### src/rtl/alu_pkg.sv
package alu_pkg;
  localparam int OP_W = 4;

  typedef enum logic [OP_W-1:0] {
    OP_SHL   = 4'd0,
    OP_SHR   = 4'd1,
    OP_AND   = 4'd2,
    OP_OR    = 4'd3,
    OP_XOR   = 4'd4,
    OP_MERGE = 4'd5,
    OP_MUL   = 4'd6,
    OP_DIV   = 4'd7,
    OP_RSUB  = 4'd8,
    OP_ADD   = 4'd9
  } alu_op_e;

  // Codes from OP_ADD upward all select addition.
  function automatic logic is_add_code(input logic [OP_W-1:0] code);
    return code >= OP_ADD;
  endfunction
endpackage

### src/rtl/alu_bitops.sv
module alu_bitops
  import alu_pkg::*;
#(
  parameter int WIDTH = 32
) (
  input  logic [WIDTH-1:0] opnd_x,
  input  logic [WIDTH-1:0] opnd_y,
  input  logic [OP_W-1:0]  op_sel,
  output logic [WIDTH-1:0] bit_res
);
  localparam int SH_W = $clog2(WIDTH);
  localparam int HALF = WIDTH / 2;

  logic [SH_W-1:0]  shamt;
  logic [WIDTH-1:0] merged;

  assign shamt = opnd_y[SH_W-1:0];

  generate
    if (HALF > 0) begin : g_merge
      assign merged = {opnd_y[HALF-1:0], opnd_x[HALF-1:0]};
    end
  endgenerate

  always_comb begin
    unique case (op_sel)
      OP_SHL:   bit_res = opnd_x << shamt;
      OP_SHR:   bit_res = opnd_x >> shamt;
      OP_AND:   bit_res = opnd_x & opnd_y;
      OP_OR:    bit_res = opnd_x | opnd_y;
      OP_XOR:   bit_res = opnd_x ^ opnd_y;
      OP_MERGE: bit_res = merged;
      default:  bit_res = '0;
    endcase
  end
endmodule

### src/rtl/alu_addsub.sv
module alu_addsub #(
  parameter int WIDTH = 32
) (
  input  logic [WIDTH-1:0] opnd_x,
  input  logic [WIDTH-1:0] opnd_y,
  output logic [WIDTH-1:0] sum,
  output logic [WIDTH-1:0] rdiff,
  output logic             sum_ovf,
  output logic             rdiff_ovf
);
  localparam int MSB = WIDTH - 1;

  assign sum   = opnd_x + opnd_y;
  assign rdiff = opnd_y - opnd_x;

  // Same-sign addends whose sum changes sign.
  assign sum_ovf   = (opnd_x[MSB] == opnd_y[MSB]) && (sum[MSB] != opnd_x[MSB]);
  // Opposite-sign operands whose difference takes the sign of x.
  assign rdiff_ovf = (opnd_x[MSB] != opnd_y[MSB]) && (rdiff[MSB] != opnd_y[MSB]);
endmodule

### src/rtl/alu_muldiv.sv
module alu_muldiv #(
  parameter int WIDTH = 32
) (
  input  logic [WIDTH-1:0] opnd_x,
  input  logic [WIDTH-1:0] opnd_y,
  output logic [WIDTH-1:0] prod,
  output logic [WIDTH-1:0] quot,
  output logic             y_zero
);
  localparam int MSB = WIDTH - 1;

  logic [WIDTH-1:0] mag_x, mag_y, mag_q;
  logic             neg_q;

  // The low half of the product is the same for signed and unsigned operands.
  assign prod = opnd_x * opnd_y;

  assign y_zero = (opnd_y == '0);
  assign mag_x  = opnd_x[MSB] ? (~opnd_x + 1'b1) : opnd_x;
  assign mag_y  = opnd_y[MSB] ? (~opnd_y + 1'b1) : opnd_y;
  assign neg_q  = opnd_x[MSB] ^ opnd_y[MSB];

  always_comb begin
    if (y_zero) begin
      mag_q = '0;
    end else begin
      mag_q = mag_x / mag_y;
    end
  end

  assign quot = neg_q ? (~mag_q + 1'b1) : mag_q;
endmodule

### src/rtl/alu_cmp.sv
module alu_cmp #(
  parameter int WIDTH = 32
) (
  input  logic [WIDTH-1:0] opnd_x,
  input  logic [WIDTH-1:0] opnd_y,
  output logic             is_lt,
  output logic             is_eq,
  output logic             is_gt
);
  assign is_lt = $signed(opnd_x) < $signed(opnd_y);
  assign is_eq = (opnd_x == opnd_y);
  assign is_gt = !is_lt && !is_eq;
endmodule

### src/rtl/int_alu.sv
module int_alu
  import alu_pkg::*;
#(
  parameter int WIDTH = 32
) (
  input  logic [WIDTH-1:0] opnd_x,
  input  logic [WIDTH-1:0] opnd_y,
  input  logic [OP_W-1:0]  op_sel,
  output logic [WIDTH-1:0] result,
  output logic             flag_lt,
  output logic             flag_eq,
  output logic             flag_gt,
  output logic             ovf_add,
  output logic             ovf_sub,
  output logic             div_zero
);
  logic [WIDTH-1:0] bit_res, sum, rdiff, prod, quot;
  logic             sum_ovf, rdiff_ovf, y_zero;

  alu_bitops #(.WIDTH(WIDTH)) u_bitops (
    .opnd_x (opnd_x),
    .opnd_y (opnd_y),
    .op_sel (op_sel),
    .bit_res(bit_res)
  );

  alu_addsub #(.WIDTH(WIDTH)) u_addsub (
    .opnd_x   (opnd_x),
    .opnd_y   (opnd_y),
    .sum      (sum),
    .rdiff    (rdiff),
    .sum_ovf  (sum_ovf),
    .rdiff_ovf(rdiff_ovf)
  );

  alu_muldiv #(.WIDTH(WIDTH)) u_muldiv (
    .opnd_x(opnd_x),
    .opnd_y(opnd_y),
    .prod  (prod),
    .quot  (quot),
    .y_zero(y_zero)
  );

  alu_cmp #(.WIDTH(WIDTH)) u_cmp (
    .opnd_x(opnd_x),
    .opnd_y(opnd_y),
    .is_lt (flag_lt),
    .is_eq (flag_eq),
    .is_gt (flag_gt)
  );

  always_comb begin
    if (is_add_code(op_sel)) begin
      result = sum;
    end else begin
      unique case (op_sel)
        OP_MUL:  result = prod;
        OP_DIV:  result = quot;
        OP_RSUB: result = rdiff;
        default: result = bit_res;
      endcase
    end
  end

  assign ovf_add  = is_add_code(op_sel) && sum_ovf;
  assign ovf_sub  = (op_sel == OP_RSUB) && rdiff_ovf;
  assign div_zero = (op_sel == OP_DIV) && y_zero;
endmodule

### config.mk
export PLATFORM = sky130hd
export DESIGN_NAME = int_alu
export DESIGN_NICKNAME = d
export VERILOG_FILES = /design/src/rtl/alu_pkg.sv /design/src/rtl/alu_bitops.sv /design/src/rtl/alu_addsub.sv /design/src/rtl/alu_muldiv.sv /design/src/rtl/alu_cmp.sv /design/src/rtl/int_alu.sv
export SDC_FILE = /design/constraint.sdc
export NUM_CORES = 2
export LEC_CHECK = 0
export BUFFER_PORTS_ARGS = -buffer_cell sky130_fd_sc_hd__buf_2
export CAP_MARGIN = 10
export CORE_MARGIN = 4
export CORE_UTILIZATION = 38
export DETAILED_ROUTE_END_ITERATION = 7
export PLACE_DENSITY = 0.63
export REMOVE_ABC_BUFFERS = 1
export SLEW_MARGIN = 20
export SYNTH_ARGS = -nofsm -noshare
export SYNTH_HDL_FRONTEND = slang
export SYNTH_SLANG_ARGS = --single-unit
### constraint.sdc
create_clock -name vclk -period 140.1
set_input_delay 7.005 -clock vclk [all_inputs]
set_output_delay 7.005 -clock vclk [all_outputs]
set_load 0.05 [all_outputs]
==> flow_summary.yaml <==
run_status:
  outcome: "completed"
die:
  ios: 106
  core_um2: 144000
  start_util: 0.383
  fp.dieArea_um2: 151000
  fp-row-count: 139
  die_h_um: 389
  die_width_um: 389
clock_tree:
  post_cts_resized: 0
  cts_setup_buffers: 0
  cts_hold_buffers: 0
setup_path:
  slowest_stage: "o211a_1"
  critical_path.max_stage_delay_ns: 0.95
  worstPathArrival_ns: 104.72
  worstSetupEndpointType: "output pin"
  path_common_cell: "ha_1"
  critPathLaunchType: "primary input"
  cp.required_ns: 133.10
  path_max_fanout: 42
  critPathKind: "primary input to output pin"
drt:
  wire_per_inst_um: 29.3
  ant_nets: 0
  dr.pass1.iters: 6
  vias_per_cell: 6.44
  drc_errors: 0
  first_iter_violations: 7506
  vias: 62300
  routed_wl_mm: 283
cells_and_area:
  design.seq.count: 0
  layout_commonest_cell: "nand2_1"
  final_util: 0.405
  ff_latch_area_um2: 0
  fin_area_um2: 58200
  drive_gt1_frac: 0.0693
  final_nets: 9012
  final_cell_mix: "nand2_1, nor2_1, ha_1, inv_1, a21oi_1"
  n_clock_buffer: 0
  syn2layout_area_growth_pct: 5.76
synthesis:
  synth_top_area_cell: "ha_1"
  syn_inst: 7838
  synth.distinct_cells: 107
  syn_area_um2: 55000
  syn_avg_cell_area_um2: 7.02
  synth_seq_area_share: 0
  yosys_warnings: 0
  synth_top_cells_by_area: "ha_1, fa_1, nand2_1, nor2_1, xnor2_1"
  synth_top_area_frac: 0.178
placement:
  place.detailed.hpwl_mm: 224
  io_buffer_count: 106
  routabilityCongestion: 1.10
  placed_area_um2: 58200
global_routing:
  grt_pass1_vias: 60200
  antenna_found_initial: 26
  grt_pass1_wl_mm: 407
  grt_max_degree: 57
  grt_overflow_total: 0
  gr-usage-all-layers: 0.358
sta:
  max_freq_mhz: 8.95
  worst_pin_slew_ns: 1.39
  slew_violations: 0
  final.min_clock_period_ns: 111.72
  hold_ws_ns: 14.95
  slew-limit-headroom: 0.0654
  rsz0062_at_grt: "no"
  hold_viol: 0
  finalCritPeriodShare: 0.797
  finalSetupViolCount: 0
  final.setup.tns_ns: 0
hold_path:
  whs_path_depth: 6
  hold_class: "primary input to output pin"
run:
  max-cap-violations: 0
==> layer usage <==
layer / part of all wire / wire length [um] / up-vias / GRT usage
met5: 0.00024 / 68 / - / 0
met4: 0.072 / 20300 / 10 / 0.203
met3: 0.11 / 31300 / 846 / 0.0722
met2: 0.42 / 119000 / 3883 / 0.552
met1: 0.40 / 112000 / 30200 / 0.466
li1: - / - / 27400 / -
==> kinds of logic after synthesis <==
logic type / count (synthesis) / share of synthesized area
adders and majority gates: 1192 / 0.327
and+or+nand+nor: 2817 / 0.232
xor gates and xnor gates: 500 / 0.0796
muxes: 177 / 0.0382
AOI/OAI and AO/OA: 2072 / 0.249
buffers and inverters: 1080 / 0.0746
==> worst max-delay path: cells and delay by family <==
kind / cells / cell delay, ns
muxes: 6 / 1.81
adders and majority gates: 33 / 10.78
AOI/OAI and AO/OA: 186 / 53.92
and+or+nand+nor: 90 / 25.28
buffers and inverters: 25 / 5.60
==> through the flow <==
stage,worst slack (ns),cells
2_1_floorplan,39.47,7457
3_3_place_gp,31.78,9653
3_5_place_dp,31.21,9653
4_1_cts,30.82,9653
5_1_grt,23.02,9653
6_report,28.38,9664
==> layout make-up <==
class              instances  area (um2)
inverters                699        2620
repair buffers           293        1940
fillers                15300       85500
multi-input cells       6758       51200
diodes                    11        27.5
well taps               1903        2380
==> cells in the mapped netlist (51+ instances only) <==
master    count
o211ai_1     80
nand2_1    1023
xnor2_1     351
a21oi_1     495
a31oi_1      88
fa_1        410
mux2_2       64
or3_1        76
nor4_1       51
o21bai_1     53
nor3_1      206
mux2i_1      92
a21o_1      187
nor2_1      843
o31ai_1      84
nand4_1      79
clkbuf_1    275
ha_1        782
nand3_1     155
o21a_1      161
o21ai_0     422
nor2b_1      67
inv_1       676
a211oi_1     62
buf_1        75
xor2_1      149
nand2b_1     65
and2_1       58
==> final timing paths <==
path | from | endpoint | slack [ns]
worst max-delay path | opnd_y[1] | result[28] | 28.38
worst min-delay path | op_sel[2] | result[1] | 14.95
